`src/rtl/clcg_pkg.sv`:
```
package clcg_pkg;

  typedef enum logic [0:0] {
    PH_FILL = 1'b0,
    PH_RUN  = 1'b1
  } clcg_phase_e;

  // Coupling rule: pass the data MSB when the control bit is set, invert otherwise.
  function automatic logic couple_bit(input logic ctrl, input logic data_msb);
    return ctrl ? data_msb : ~data_msb;
  endfunction

endpackage

```
`src/rtl/clcg_rst_sync.sv`:
```
module clcg_rst_sync (
  input  logic clk,
  input  logic rst_ni,
  output logic rst_sync_no
);

  logic [1:0] sync_q;

  always_ff @(posedge clk or negedge rst_ni) begin
    if (!rst_ni) sync_q <= 2'b00;
    else         sync_q <= {sync_q[0], 1'b1};
  end

  assign rst_sync_no = sync_q[1];

endmodule

```
`src/rtl/clcg_step.sv`:
```
module clcg_step #(
  parameter int unsigned    W     = 32,
  parameter int unsigned    SHIFT = 5,
  parameter logic [W-1:0]   INC   = 'h1
) (
  input  logic [W-1:0] cur_i,
  output logic [W-1:0] nxt_o
);

  logic [W-1:0] shifted;
  logic [W-1:0] partial;

  // Multiplier 2^SHIFT + 1: shift term plus (x + b), all wrapping mod 2^W.
  always_comb begin
    shifted = cur_i << SHIFT;
    partial = cur_i + INC;
    nxt_o   = shifted + partial;
  end

endmodule

```
`src/rtl/clcg_lane.sv`:
```
module clcg_lane
  import clcg_pkg::*;
#(
  parameter int unsigned  W      = 32,
  parameter int unsigned  SHIFT1 = 5,
  parameter int unsigned  SHIFT2 = 7,
  parameter logic [W-1:0] INC1   = 'h1,
  parameter logic [W-1:0] INC2   = 'h3
) (
  input  logic [W-1:0] ctl_cur_i,
  input  logic [W-1:0] dat_cur_i,
  output logic [W-1:0] ctl_nxt_o,
  output logic [W-1:0] dat_nxt_o,
  output logic         bit_o
);

  clcg_step #(.W(W), .SHIFT(SHIFT1), .INC(INC1)) u_ctl_step (
    .cur_i (ctl_cur_i),
    .nxt_o (ctl_nxt_o)
  );

  clcg_step #(.W(W), .SHIFT(SHIFT2), .INC(INC2)) u_dat_step (
    .cur_i (dat_cur_i),
    .nxt_o (dat_nxt_o)
  );

  always_comb bit_o = couple_bit(ctl_nxt_o[W-1], dat_nxt_o[W-1]);

endmodule

```
`src/rtl/clcg_warmup.sv`:
```
module clcg_warmup
  import clcg_pkg::*;
#(
  parameter int unsigned WARMUP = 4
) (
  input  logic clk,
  input  logic rst_n,
  input  logic clr_i,
  input  logic adv_i,
  output logic valid_o
);

  localparam int unsigned CW = (WARMUP < 2) ? 1 : $clog2(WARMUP + 1);

  clcg_phase_e    phase_q, phase_d;
  logic [CW-1:0]  cnt_q, cnt_d;

  always_comb begin
    phase_d = phase_q;
    cnt_d   = cnt_q;
    if (clr_i) begin
      phase_d = PH_FILL;
      cnt_d   = '0;
    end else if (adv_i && (phase_q == PH_FILL)) begin
      cnt_d = cnt_q + 1'b1;
      if (cnt_q == CW'(WARMUP - 1)) phase_d = PH_RUN;
    end
  end

  always_ff @(posedge clk or negedge rst_n) begin
    if (!rst_n) begin
      phase_q <= PH_FILL;
      cnt_q   <= '0;
    end else begin
      phase_q <= phase_d;
      cnt_q   <= cnt_d;
    end
  end

  assign valid_o = (phase_q == PH_RUN);


  valid_sticky_chk: assert property (@(posedge clk) disable iff (!rst_n)
    valid_o && !clr_i |=> valid_o);


  valid_rise_chk: assert property (@(posedge clk) disable iff (!rst_n)
    $rose(valid_o) |-> $past(adv_i) && !$past(clr_i));

endmodule

```
`src/rtl/clcg_bitgen.sv`:
```
module clcg_bitgen #(
  parameter int unsigned  W         = 32,
  parameter int unsigned  LANES     = 4,
  parameter int unsigned  WARMUP    = LANES,
  parameter int unsigned  SHIFT1    = 5,
  parameter int unsigned  SHIFT2    = 7,
  parameter logic [W-1:0] INC1      = 'h3C6E_F35F,
  parameter logic [W-1:0] INC2      = 'h9E37_79B9,
  parameter logic [W-1:0] RST_SEED1 = 'h1234_5678,
  parameter logic [W-1:0] RST_SEED2 = 'h0BAD_F00D
) (
  input  logic             clk,
  input  logic             rst_n,
  input  logic             adv_en,
  input  logic             seed_load,
  input  logic [W-1:0]     seed_ctl,
  input  logic [W-1:0]     seed_dat,
  output logic [LANES-1:0] rbits,
  output logic             rbits_valid
);

  logic rst_s_n;

  clcg_rst_sync u_rst_sync (
    .clk         (clk),
    .rst_ni      (rst_n),
    .rst_sync_no (rst_s_n)
  );

  logic [W-1:0]     ctl_q, ctl_d;
  logic [W-1:0]     dat_q, dat_d;
  logic [LANES-1:0] bits_q, bits_d;
  logic [W-1:0]     ctl_chain [0:LANES];
  logic [W-1:0]     dat_chain [0:LANES];
  logic [LANES-1:0] lane_bits;

  assign ctl_chain[0] = ctl_q;
  assign dat_chain[0] = dat_q;

  for (genvar k = 0; k < LANES; k++) begin : g_lane
    clcg_lane #(
      .W(W), .SHIFT1(SHIFT1), .SHIFT2(SHIFT2), .INC1(INC1), .INC2(INC2)
    ) u_lane (
      .ctl_cur_i (ctl_chain[k]),
      .dat_cur_i (dat_chain[k]),
      .ctl_nxt_o (ctl_chain[k+1]),
      .dat_nxt_o (dat_chain[k+1]),
      .bit_o     (lane_bits[k])
    );


    ctl_parity_chk: assert property (@(posedge clk) disable iff (!rst_s_n)
      ctl_chain[k+1][0] != ctl_chain[k][0]);

    dat_parity_chk: assert property (@(posedge clk) disable iff (!rst_s_n)
      dat_chain[k+1][0] != dat_chain[k][0]);
  end

  always_comb begin
    ctl_d  = ctl_q;
    dat_d  = dat_q;
    bits_d = bits_q;
    if (seed_load) begin
      ctl_d  = seed_ctl;
      dat_d  = seed_dat;
      bits_d = '0;
    end else if (adv_en) begin
      ctl_d  = ctl_chain[LANES];
      dat_d  = dat_chain[LANES];
      bits_d = lane_bits;
    end
  end

  always_ff @(posedge clk or negedge rst_s_n) begin
    if (!rst_s_n) begin
      ctl_q  <= RST_SEED1;
      dat_q  <= RST_SEED2;
      bits_q <= '0;
    end else begin
      ctl_q  <= ctl_d;
      dat_q  <= dat_d;
      bits_q <= bits_d;
    end
  end

  clcg_warmup #(.WARMUP(WARMUP)) u_warmup (
    .clk     (clk),
    .rst_n   (rst_s_n),
    .clr_i   (seed_load),
    .adv_i   (adv_en),
    .valid_o (rbits_valid)
  );

  assign rbits = bits_q;


  idle_hold_chk: assert property (@(posedge clk) disable iff (!rst_s_n)
    !adv_en && !seed_load |=> $stable(rbits) && $stable(rbits_valid));


  load_clear_chk: assert property (@(posedge clk) disable iff (!rst_s_n)
    seed_load |=> (rbits == '0) && !rbits_valid);

endmodule

```
`config.mk`:
```
export PLATFORM = sky130hd
export DESIGN_NAME = clcg_bitgen
export DESIGN_NICKNAME = d
export VERILOG_FILES = /design/src/rtl/clcg_pkg.sv /design/src/rtl/clcg_rst_sync.sv /design/src/rtl/clcg_step.sv /design/src/rtl/clcg_lane.sv /design/src/rtl/clcg_warmup.sv /design/src/rtl/clcg_bitgen.sv
export SDC_FILE = /design/constraint.sdc
export NUM_CORES = 1
export LEC_CHECK = 0
export BUFFER_PORTS_ARGS = -buffer_cell sky130_fd_sc_hd__buf_2
export CAP_MARGIN = 0
export CORE_MARGIN = 2
export CORE_UTILIZATION = 55
export CTS_BUF_LIST = sky130_fd_sc_hd__clkbuf_8 sky130_fd_sc_hd__clkbuf_16
export CTS_CLUSTER_DIAMETER = 30
export DETAILED_ROUTE_END_ITERATION = 10
export PLACE_DENSITY = 0.72
export RECOVER_POWER = 100
export SLEW_MARGIN = 20
export SYNTH_ARGS = -nofsm -noshare
export SYNTH_HDL_FRONTEND = slang
export SYNTH_HIERARCHICAL = 1
export SYNTH_SLANG_ARGS = --single-unit
```
`constraint.sdc`:
```
create_clock -name clk -period 3.05 [get_ports clk]
set_input_delay 0.61 -clock clk [delete_from_list [all_inputs] [get_ports clk]]
set_output_delay 0.61 -clock clk [all_outputs]
set_load 0.02 [all_outputs]
```
==> results of run 1 <==
-- routing by layer --
layer	track usage [%]	GRT overflow
met1	80.14	9
met2	102.5	473
met3	73.40	7
met4	93.14	248
met5	39.51	0
-- metrics by stage --
stage	hold slack [ns]	setup slack, ns
floorplan	0.3144	-4.629
global placement	0.3398	-5.632
detailed placement	0.3364	-5.703
CTS	0.3640	-5.121
-- what timing repair did --
item                                    in CTS
pin swaps                                  398
endpoints found under the setup margin      63
buffers inserted                           168
resized for setup                          752
hold buffers                                 1
endpoints found under the hold margin        2
-- kinds of logic after synthesis --
group,count (synthesis),share of synthesized area [%]
compound gates,806,25.10
simple gates,666,15.92
buf+inv,580,11.03
fa+ha+maj,442,26.32
xor+xnor,215,8.913
mux,79,3.761
flops,74,8.930
other cells,1,0.01775
==> results.md, run 1 <==
- Outcome: stopped before the end
- Failing step: global routing (5_1_grt)
- Error msg: [ERROR GRT-0116] Global routing finished with congestion. Check the congestion regions in the DRC Viewer.
- Placed cell count: 4290
- Post-synth top cells: 493 x inv_1, 438 x ha_1, 248 x nand2_1, 231 x a21oi_1, 172 x o21ai_0
- Largest net degree at the start of global routing: 76
- Post-Synthesis Net Count: 3373
- First-pass GRT wire length: 266500 um
- Number of global-route vias before repair: 39970
- I/O Buffers: 72
- Top FF cell, synth: dfrtp_1
- # IOs: 73
- Cell with the most instances after synthesis: inv_1
- Distinct cells, synth: 113
- Post-DP Area: 30380 um^2
- Largest cells by area after synthesis: ha_1 26%, inv_1 8.8%, xnor2_1 6.2%, a21oi_1 5.5%, dfrtp_1 5.4%
- Die W: 200.0 um
- Yosys top cell by area: ha_1
- Total track usage: 85.47%
- Root Buffer: clkbuf_16
- Starting density of the core: 55.96%
- Number of core rows: 71
- Register area share after synthesis: 8.930%
- Yosys warnings: 6
- Post-synth EDFFs: 0
- Async S/R FF share, synth: 100.0%
- Synth top area share: 25.94%
- H-tree Lvls: 3
- Detail Placement HPWL: 65070 um
- Clock Path Buffers: 2
- Final Wtd Congestion: between 0.9 and 1
- Syn Area/Cell: 7.380 um^2
- Cells after Synth: between 2000 and 3000
- FF+latch count, synth: 74
- Clk sink count: between 70 and 80
- GR Overflow Total: roughly 740
- TritonCTS buffer count: 9
- Post-synthesis cell area: between 20000 and 25000 um^2
- Chip Height: between 150 and 200 um
==> run 2, diff against run 1 <==
- CORE_UTILIZATION: 55 -> 40
- CTS_BUF_LIST: sky130_fd_sc_hd__clkbuf_8 sky130_fd_sc_hd__clkbuf_16 -> default
- CTS_CLUSTER_DIAMETER: 30 -> default
- PLACE_DENSITY: 0.72 -> default
- PLACE_DENSITY_LB_ADDON: default -> 0.15
==> run 2 against run 1 <==
- the flow now finishes, with violations (max-capacitance violations, max-slew violations, negative setup slack)
- area after synthesis did not move
- synthesized cell count unchanged
==> results.md, run 2 <==
- Placeable Area: 52340 um^2
- Cell with the most instances after synthesis: inv_1
- Worst min path class: register to register
- Layout Skew: 0.02039 ns
- Clock Pin Slew Worst Setup and Hold Paths: 0.08 ns
- Ant diodes: 0
- Max Cap Violations: 1
- # DRC: 0
- Post-synthesis cell area: roughly 21000 um^2
- Unrepaired setup endpoints after global routing: true
- Worst setup margin: -5.139 ns
- Root Buffer: clkbuf_16
- Starting density of the core: 40.37%
- Clk sink count: 74
- Cells after Synth: between 2000 and 3000
- Syn Area/Cell: about 7.4 um^2
- DR WL/cell: between 15 and 20 um
- Detail Placement HPWL: 66640 um
- Insertion delay to the later sink of the worst-skew pair: 0.39 ns
- TritonCTS buffer count: 9
- Die W: 233.8 um
- Chip Height: ~230 um
- # IOs: between 70 and 80
- Setup Viol. Count Final: a little over 60
- Crit path time final: 8.189 ns
- Total track usage: 31.16%
- Final period util: 268.5%
- Most frequent cells in the layout: 981 x buf_4, 361 x inv_1, 226 x ha_4
- Die area: 54670 um^2
- Area of the multi-input gates: between 20000 and 25000 um^2
- Final Net Count: 4525
- Post-synth top cells: 493 x inv_1, 438 x ha_1, 248 x nand2_1, 231 x a21oi_1, 172 x o21ai_0
- Yosys warnings: 6
- Remaining antenna violation count: 0
- Pre-antenna DRT Iters: 5
- First-iteration detailed-routing DRC count: 1025
- Flop2flop setup slack: -5.14 ns
- Largest net degree at the start of global routing: 67
- Initial antenna violation count: 0
- Slowest-stage cell, CP: dfstp_2
- Top cell by count, worst path: ha_4
- I/O Buffers: 72
- Layout cells sized above 1: 57.29%
- Layout Utilization: 74.45%
- Distinct cells, synth: about 110
- Slew Limit Fails: 43
- CP Capture Type: register
- FILL cells: 3666
- Async S/R FF share, synth: 100.0%
- Post-synth EDFFs: 0
- First-pass GRT wire length: 135900 um
- Number of core rows: 84
- Synth top area share: 25.94%
- Max incr delay on CP: 0.56 ns
- FF+latch area: approximately 1900 um^2
- CTS tree: built
- FF+latch count, synth: 74
- Relative slew slack: -43.82%
- Final Wtd Congestion: between 0.9 and 1
- H-tree Lvls: 3
- Total wire length: 88490 um
- Yosys top cell by area: ha_1
- Failing checks: max-capacitance violations, max-slew violations, negative setup slack
- GR Overflow Total: 0
- Area delta synth->final: 84.43%
- Number of global-route vias before repair: 26630
- Top FF cell, synth: dfrtp_1
- Critical path startpoint category: register
- Worst path arrival time: 8.51 ns
- Drt via density: 5.362
- Worst slew pin tran: 2.157 ns
- Clock Path Buffers: 2
- Register area share after synthesis: under 10%
- Fin. Hold Viols: 0
- Highest Clock Rate: 0.1221 GHz
- Worst path required time: 3.37 ns
- Crit Path Class: register to register
- Post-Synthesis Net Count: 3373
- DR vias: approximately 25000
- Largest cells by area after synthesis: ha_1 26%, inv_1 8.8%, xnor2_1 6.2%, a21oi_1 5.5%, dfrtp_1 5.4%
- CP max FO: 4
- Outcome: finished with violations
- Commonest non-fill, non-tap cell in the layout: buf_4
[run 2: through the flow]
step | setup TNS (ns) | hold WS [ns] | cell area [um^2] | worst slack, ns | std cells
after floorplan | -173.69 | 0.3144 | 23000 | -4.629 | 2863
after global placement | -247.05 | 0.3374 | 30760 | -5.767 | 4487
after detailed placement | -249.66 | 0.3358 | 30760 | -5.771 | 4487
after CTS | -220.82 | 0.3504 | 37110 | -5.090 | 4652
after global routing | -247.62 | 0.3588 | 38960 | -5.424 | 4708
final | -230.61 | 0.3469 | 38960 | -5.139 | 4708
[run 2: logic make-up after synthesis]
| kind of cell | count (synthesis) | share of synthesized area (%) |
|---|---|---|
| and+or+nand+nor | 666 | 15.92 |
| buffers and inverters | 580 | 11.03 |
| other | 1 | 0.01775 |
| AOI/OAI and AO/OA | 806 | 25.10 |
| DFF | 74 | 8.930 |
| xor gates and xnor gates | 215 | 8.913 |
| muxes | 79 | 3.761 |
| adders and majority gates | 442 | 26.32 |
[run 2: critical path: cells and delay by family, from the launching register on]
family                   cells  cell delay [ns]
AND/OR/NAND/NOR              4             0.66
XOR/XNOR                     5             0.94
buffers and inverters       10             0.91
multiplexers                 1             0.09
AO/OA/AOI/OAI               14             2.99
flip-flops                   1             0.56
adder cells (fa/ha/maj)      8             1.99
[run 2: final cells by class]
cell class	count	area share, %
Sequential cell	74	4.846
Inverter	493	4.865
Multi-Input combinational cell	2209	62.19
Tap cell	688	2.209
Clock buffer	10	0.5876
Clock inverter	6	0.2312
Timing Repair Buffer	1228	25.07
[run 2: worst paths after layout]
check                                startpoint                    to  depth (start not counted)
max                                    dat_q[2]              rbits[3]                         42
min                        u_rst_sync/sync_q[0]  u_rst_sync/sync_q[1]                          0
max reg2reg                            dat_q[2]              rbits[3]                         42
min reg2reg                u_rst_sync/sync_q[0]  u_rst_sync/sync_q[1]                          0
max in group asynchronous  u_rst_sync/sync_q[1]              dat_q[8]                          1
min in group asynchronous                 rst_n  u_rst_sync/sync_q[1]                          2
[run 2: routing by layer]
layer | up-vias | routed length, um | global-route usage (%)
met5 | - | 0 | 0
met4 | 0 | 6071 | 18.02
met3 | 257 | 2084 | 2.189
met2 | 560 | 46580 | 60.11
met1 | 12170 | 33750 | 33.13
li1 | 12250 | - | -
[run 2: repair_timing]
item                                    4_1_cts  5_1_grt
setup buffers                               161       72
gates resized for setup                     878      276
hold buffers                                  1        0
pin swaps                                   416      289
endpoints found under the setup margin       63       63
hold endpoints to repair                      2        0
Power of run 2 is not shown: default switching activity piles up to over one toggle a cycle in this logic, so the estimate is an artifact.
==> run 3, diff against run 2 <==
- ABC_AREA: default -> 1
==> run 3 against run 2 <==
- the run still ends with max-capacitance violations, max-slew violations, negative setup slack left
- fmax increased by 23%
- clock skew decreased by 0.0058 ns
- via count increased by 22%
- first-iteration DRC count increased by 110%
- final cell count increased by 39%
- register-to-register slack improved by 1.5 ns
- routed wire length increased by 12%
- final area increased by 6.8%
- global-route usage decreased by 2.2 points
- synthesized cell count increased by 66%
==> results.md, run 3 <==
- # IOs: 73
- Async S/R FF share, synth: between 90% and 100%
- Worst min path class: register to register
- Reg2Reg Depth: 49
- Cells after Synth: approximately 4800
- CP max FO: 4
- Die area: approximately 66000 um^2
- Area of the multi-input gates: roughly 26000 um^2
- Worst slew pin tran: 1.617 ns
- Most frequent cells in the layout: 1338 x nand2_1, 1007 x inv_1, 813 x buf_4
- CP Capture Type: register
- Setup Viol. Count Final: 61
- Top FF cell, synth: dfrtp_1
- Register area share after synthesis: around 7.4%
- Layout Skew: 0.01462 ns
- Detail Placement HPWL: 83080 um
- Ant diodes: 0
- Relative slew slack: -7.810%
- Clock Path Buffers: 2
- Worst setup margin: -3.625 ns
- Starting density of the core: 40.43%
- Outcome: finished with violations
- Post-synth top cells: 1798 x nand2_1, 1282 x inv_1, 438 x ha_1, 315 x nor2_1, 313 x nand3_1
- Crit Path Class: register to register
- Cell with the most instances after synthesis: nand2_1
- Root Buffer: clkbuf_16
- Remaining antenna violation count: 0
- Critical path startpoint category: register
- Crit Reg-Reg Endpoint: dat_q[29]
- Placeable Area: roughly 63000 um^2
- Insertion delay to the later sink of the worst-skew pair: 0.37 ns
- # DRC: 0
- Crit path to: dat_q[29]
- Top cell by count, worst path: nand2_1
- Largest cells by area after synthesis: nand2_1 26%, ha_1 21%, inv_1 19%, nand3_1 6.1%, nor2_1 4.6%
- Initial antenna violation count: 1
- Number of core rows: 92
- Max Cap Violations: 1
- Distinct cells, synth: 35
- Final Wtd Congestion: 1.001
- Finished Cell Area: 41610 um^2
- Area delta synth->final: 63.13%
- Crit path time final: 6.675 ns
- Layout cells sized above 1: 44.14%
- Worst path required time: 3.35 ns
- Flop2flop setup slack: -3.62 ns
- GR Overflow Total: 0
- Yosys top cell by area: nand2_1
- FILL cells: slightly below 6000
- Die W: roughly 260 um
- Total wire length: 99470 um
- Drt via density: 4.732
- Commonest non-fill, non-tap cell in the layout: nand2_1
- Max incr delay on CP: ~0.53 ns
- Slowest-stage cell, CP: dfstp_2
- Clk sink count: 74
- Clock Pin Slew Worst Setup and Hold Paths: about 0.06 ns
- Fin. Hold Viols: 0
- I/O Buffers: approximately 70
- Chip Height: 256.5 um
- Total track usage: 28.95%
- DR WL/cell: between 15 and 20 um
- FF+latch area: 1888 um^2
- Yosys warnings: 6
- Final period util: 218.8%
- Post-synth EDFFs: 0
- Failing checks: max-capacitance violations, max-slew violations, negative setup slack
- First-pass GRT wire length: 153200 um
- Worst path arrival time: ~7 ns
- Slew Limit Fails: 40
- Highest Clock Rate: 0.1498 GHz
- TritonCTS buffer count: 9
- FF+latch count, synth: 74
- Number of global-route vias before repair: 28940
- Synth top area share: 26.46%
- Largest net degree at the start of global routing: 74
- DR vias: between 30000 and 40000
- Critical Path Source: dat_q[12]
- Pre-antenna DRT Iters: 5
- Unrepaired setup endpoints after global routing: true
- Post-Synthesis Net Count: 5276
- Critical R2R Launch: dat_q[12]
- CTS tree: built
- Post-DP Area: 36020 um^2
- First-iteration detailed-routing DRC count: 2149
- H-tree Lvls: 3
- Final Net Count: 6192
- Post-synthesis cell area: 25510 um^2
- Syn Area/Cell: 5.352 um^2
[run 3: cell types whose count changed in the layout (fill, tap and decap cells not counted), moves of 95 or more]
cell / previous run / this run
inv_1: 361 / 1007
nand2_2: 32 / 385
nand2_4: 22 / 145
o21ai_1: 96 / 1
nand2_1: 194 / 1338
buf_6: 163 / 35
buf_4: 981 / 813
nand3_1: 31 / 272
inv_2: 114 / 269
[run 3: cell families after synthesis]
logic type / count (synthesis) / share of synthesized area (%)
xor gates and xnor gates: 137 / 4.704
other: 1 / 0.01470
buffers and inverters: 1316 / 19.70
and+or+nand+nor: 2612 / 42.38
AOI/OAI and AO/OA: 184 / 3.998
DFF: 74 / 7.398
adders and majority gates: 442 / 21.80
[run 3: critical path: cells and delay by family, from the launching register on]
kind / cells / cell delay (ns)
adders and majority gates: 8 / 2.25
buffers and inverters: 11 / 0.81
and+or+nand+nor: 28 / 2.70
xor gates and xnor gates: 1 / 0.20
AOI/OAI and AO/OA: 1 / 0.12
DFF: 1 / 0.53
[run 3: routing by layer]
layer,part of all wire (%),global-route usage [%]
met5,0,0
met4,1.1,3.117
met3,5.9,3.440
met2,40,41.94
met1,53,46.16
[run 3: worst min path at each step]
stage / start / slack [ns] / cells past startpoint / to
6_report: u_rst_sync/sync_q[0] / 0.36 / 0 / u_rst_sync/sync_q[1]
3_3_place_gp: u_rst_sync/sync_q[0] / 0.34 / 0 / u_rst_sync/sync_q[1]
2_1_floorplan: rst_n / 0.31 / 0 / u_rst_sync/sync_q[0]
3_5_place_dp: u_rst_sync/sync_q[0] / 0.34 / 0 / u_rst_sync/sync_q[1]
5_1_grt: u_rst_sync/sync_q[0] / 0.37 / 0 / u_rst_sync/sync_q[1]
4_1_cts: u_rst_sync/sync_q[0] / 0.36 / 0 / u_rst_sync/sync_q[1]
[run 3: metrics by stage]
step | cells | util, % | hold WS, ns | setup TNS, ns | worst slack, ns
after global routing | 6533 | 65.96 | 0.3669 | -203.32 | -3.986
after floorplan | 4766 | - | 0.3144 | -127.02 | -2.817
after detailed placement | 6393 | 57.10 | 0.3357 | -196.28 | -3.916
after global placement | 6393 | 57.10 | 0.3440 | -197.18 | -3.984
final | 6533 | 65.96 | 0.3613 | -184.45 | -3.625
after CTS | 6474 | 62.01 | 0.3624 | -181.42 | -3.524
[run 3: what timing repair did]
action,CTS,global route
hold endpoints to repair,2,0
hold buffers,1,0
endpoints found under the setup margin,61,62
gates resized for setup,532,516
buffers inserted,66,58
pin swaps,327,379
gates cloned,0,0
[run 3: layout make-up]
type | instances | area share (%)
well taps | 846 | 2.544
inverters | 1287 | 11.68
multi-input cells | 3376 | 63.49
clock inverters | 6 | 0.1022
flip-flops and latches | 74 | 4.538
repair buffers | 934 | 17.09
clock buffers | 10 | 0.5503
Power of run 3 is left out for the same reason.
==> run 4, diff against run 3 <==
- CTS_BUF_LIST: default -> sky130_fd_sc_hd__clkbuf_2
==> run 4 against run 3 <==
- the flow finishes with violations (negative setup slack)
- global-route usage increased by 0.87 points
- hold slack lost 0.24 ns
- first-iteration DRC count grew 2.8%
- fmax fell by 0.39%
- non-clock buffer count grew 65
==> results.md, run 4 (same netlist as run 3, synthesis figures left out) <==
- Outcome: finished with violations
- Failing checks: negative setup slack
- Slowest-stage cell, CP: dfstp_2
- Critical R2R Launch: ctl_q[6]
- Placeable Area: 63080 um^2
- Total wire length: slightly above 100000 um
- Worst setup margin: -3.651 ns
- Clock Pin Slew Worst Setup and Hold Paths: between 0.2 and 0.3 ns
- Worst min path class: input pin to register
- First-pass GRT wire length: 157700 um
- Initial antenna violation count: 3
- Critical path startpoint category: register
- Worst slew pin tran: 1.334 ns
- Final period util: 219.7%
- Unrepaired setup endpoints after global routing: true
- Remaining antenna violation count: 0
- Drt via density: 4.719
- Clk sink count: 74
- Relative slew slack: around 11%
- Starting density of the core: approximately 40%
- Crit path time final: 6.701 ns
- Hold path start: seed_ctl[6]
- Non-filler cells, final: 6599
- Insertion delay to the later sink of the worst-skew pair: 0.70 ns
- Layout cells sized above 1: 46.52%
- H-tree Lvls: 3
- Crit path max-delay family: simple AND/OR/NAND/NOR gates
- Pre-antenna DRT Iters: 6
- Critical Path Source: ctl_q[6]
- Layout Skew: 0.05000 ns
- Max incr delay on CP: between 0.6 and 0.7 ns
- Layout Utilization: 67.92%
- Max Cap Violations: 0
- # IOs: 73
- Clock Path Buffers: 2
- Die W: 256.5 um
- Area delta synth->final: 67.98%
- Total track usage: approximately 30%
- Worst path arrival time: 7.35 ns
- I/O Buffers: 72
- Crit Path Class: register to register
- Final Net Count: 6257
- First-iteration detailed-routing DRC count: 2209
- DR vias: 31140
- Setup Viol. Count Final: slightly above 60
- CP Capture Type: register
- # DRC: 0
- Worst path required time: 3.70 ns
- Slew Limit Fails: 0
- Commonest non-fill, non-tap cell in the layout: nand2_1
- TritonCTS buffer count: 9
- Fin. Hold Viols: 0
- Most frequent cells in the layout: 1307 x nand2_1, 993 x inv_1, 830 x buf_4
- Chip Height: 256.5 um
- DR WL/cell: 15.44 um
- Largest net degree at the start of global routing: 74
- Detail Placement HPWL: 83080 um
- Die area: about 66000 um^2
- Number of core rows: 92
- Root Buffer: clkbuf_2
- TNS Setup: -185.58 ns
- Highest Clock Rate: 0.1492 GHz
- CP max FO: 4
- Placed cell count: approximately 6400
- Final Wtd Congestion: 1.001
- Critical path buffers and inverters: 11
- Number of global-route vias before repair: between 20000 and 30000
- CTS tree: built
- GR Overflow Total: 0
run 4: changes by cell type in the layout (fill, tap and decap cells not counted), sizes merged:
cell    delta
clkinv     +1
buf       +65
diode      +1
inv        -1
run 4: worst paths after layout:
path | slack (ns) | to | cells after the start
worst max-delay path | -3.65 | ctl_q[27] | 50
worst min-delay path | 0.12 | ctl_q[6] | 3
worst max register to register | -3.65 | ctl_q[27] | 50
worst min register to register | 0.40 | u_rst_sync/sync_q[1] | 0
max in group asynchronous | 0.54 | ctl_q[0] | 1
min in group asynchronous | 0.19 | u_rst_sync/sync_q[0] | 2
run 4: through the flow:
step           hold slack [ns]  instance area [um^2]  worst slack [ns]
6_report                0.1164                 42840            -3.651
5_1_grt                0.07612                 42840            -4.046
4_1_cts               0.006107                 40830            -3.514
3_5_place_dp            0.3357                 36020            -3.916
3_3_place_gp            0.3440                 36020            -3.984
2_1_floorplan           0.3144                 29150            -2.817
run 4: worst register-to-register path: cells and delay by family, from the launching register on:
| kind | cells | cell delay, ns |
|---|---|---|
| and+or+nand+nor | 30 | 2.78 |
| buffers and inverters | 11 | 0.82 |
| DFF | 1 | 0.64 |
| adders and majority gates | 8 | 2.24 |
| xor gates and xnor gates | 1 | 0.18 |
run 4: timing repair:
action | CTS | global route
gates cloned | 0 | 0
gates resized for setup | 861 | 376
setup buffers | 132 | 63
hold buffers | 1 | 0
hold endpoints to repair | 2 | 0
pin swaps | 545 | 323
setup endpoints to repair | 61 | 63
run 4: area by class of cell:
class | instances | area, um^2
multi-input cells | 3376 | 27100
repair buffers | 999 | 7819
well taps | 846 | 1059
diodes | 1 | 2.502
flip-flops and latches | 74 | 1889
inverters | 1287 | 4883
clock buffers | 10 | 50.05
fillers | 5596 | 20240
clock inverters | 6 | 42.54
run 4: per-layer routing:
metal / global-route usage (%) / vias up / wire length, um / share of wire, %
li1: - / 16080 / - / -
met1: 46.52 / 14240 / 52330 / 51
met2: 44.16 / 734 / 41860 / 41
met3: 3.569 / 83 / 6528 / 6.4
met4: 3.844 / 2 / 1131 / 1.1
met5: 0 / - / 8 / 0.0079
Power of run 4 is left out for the same reason.
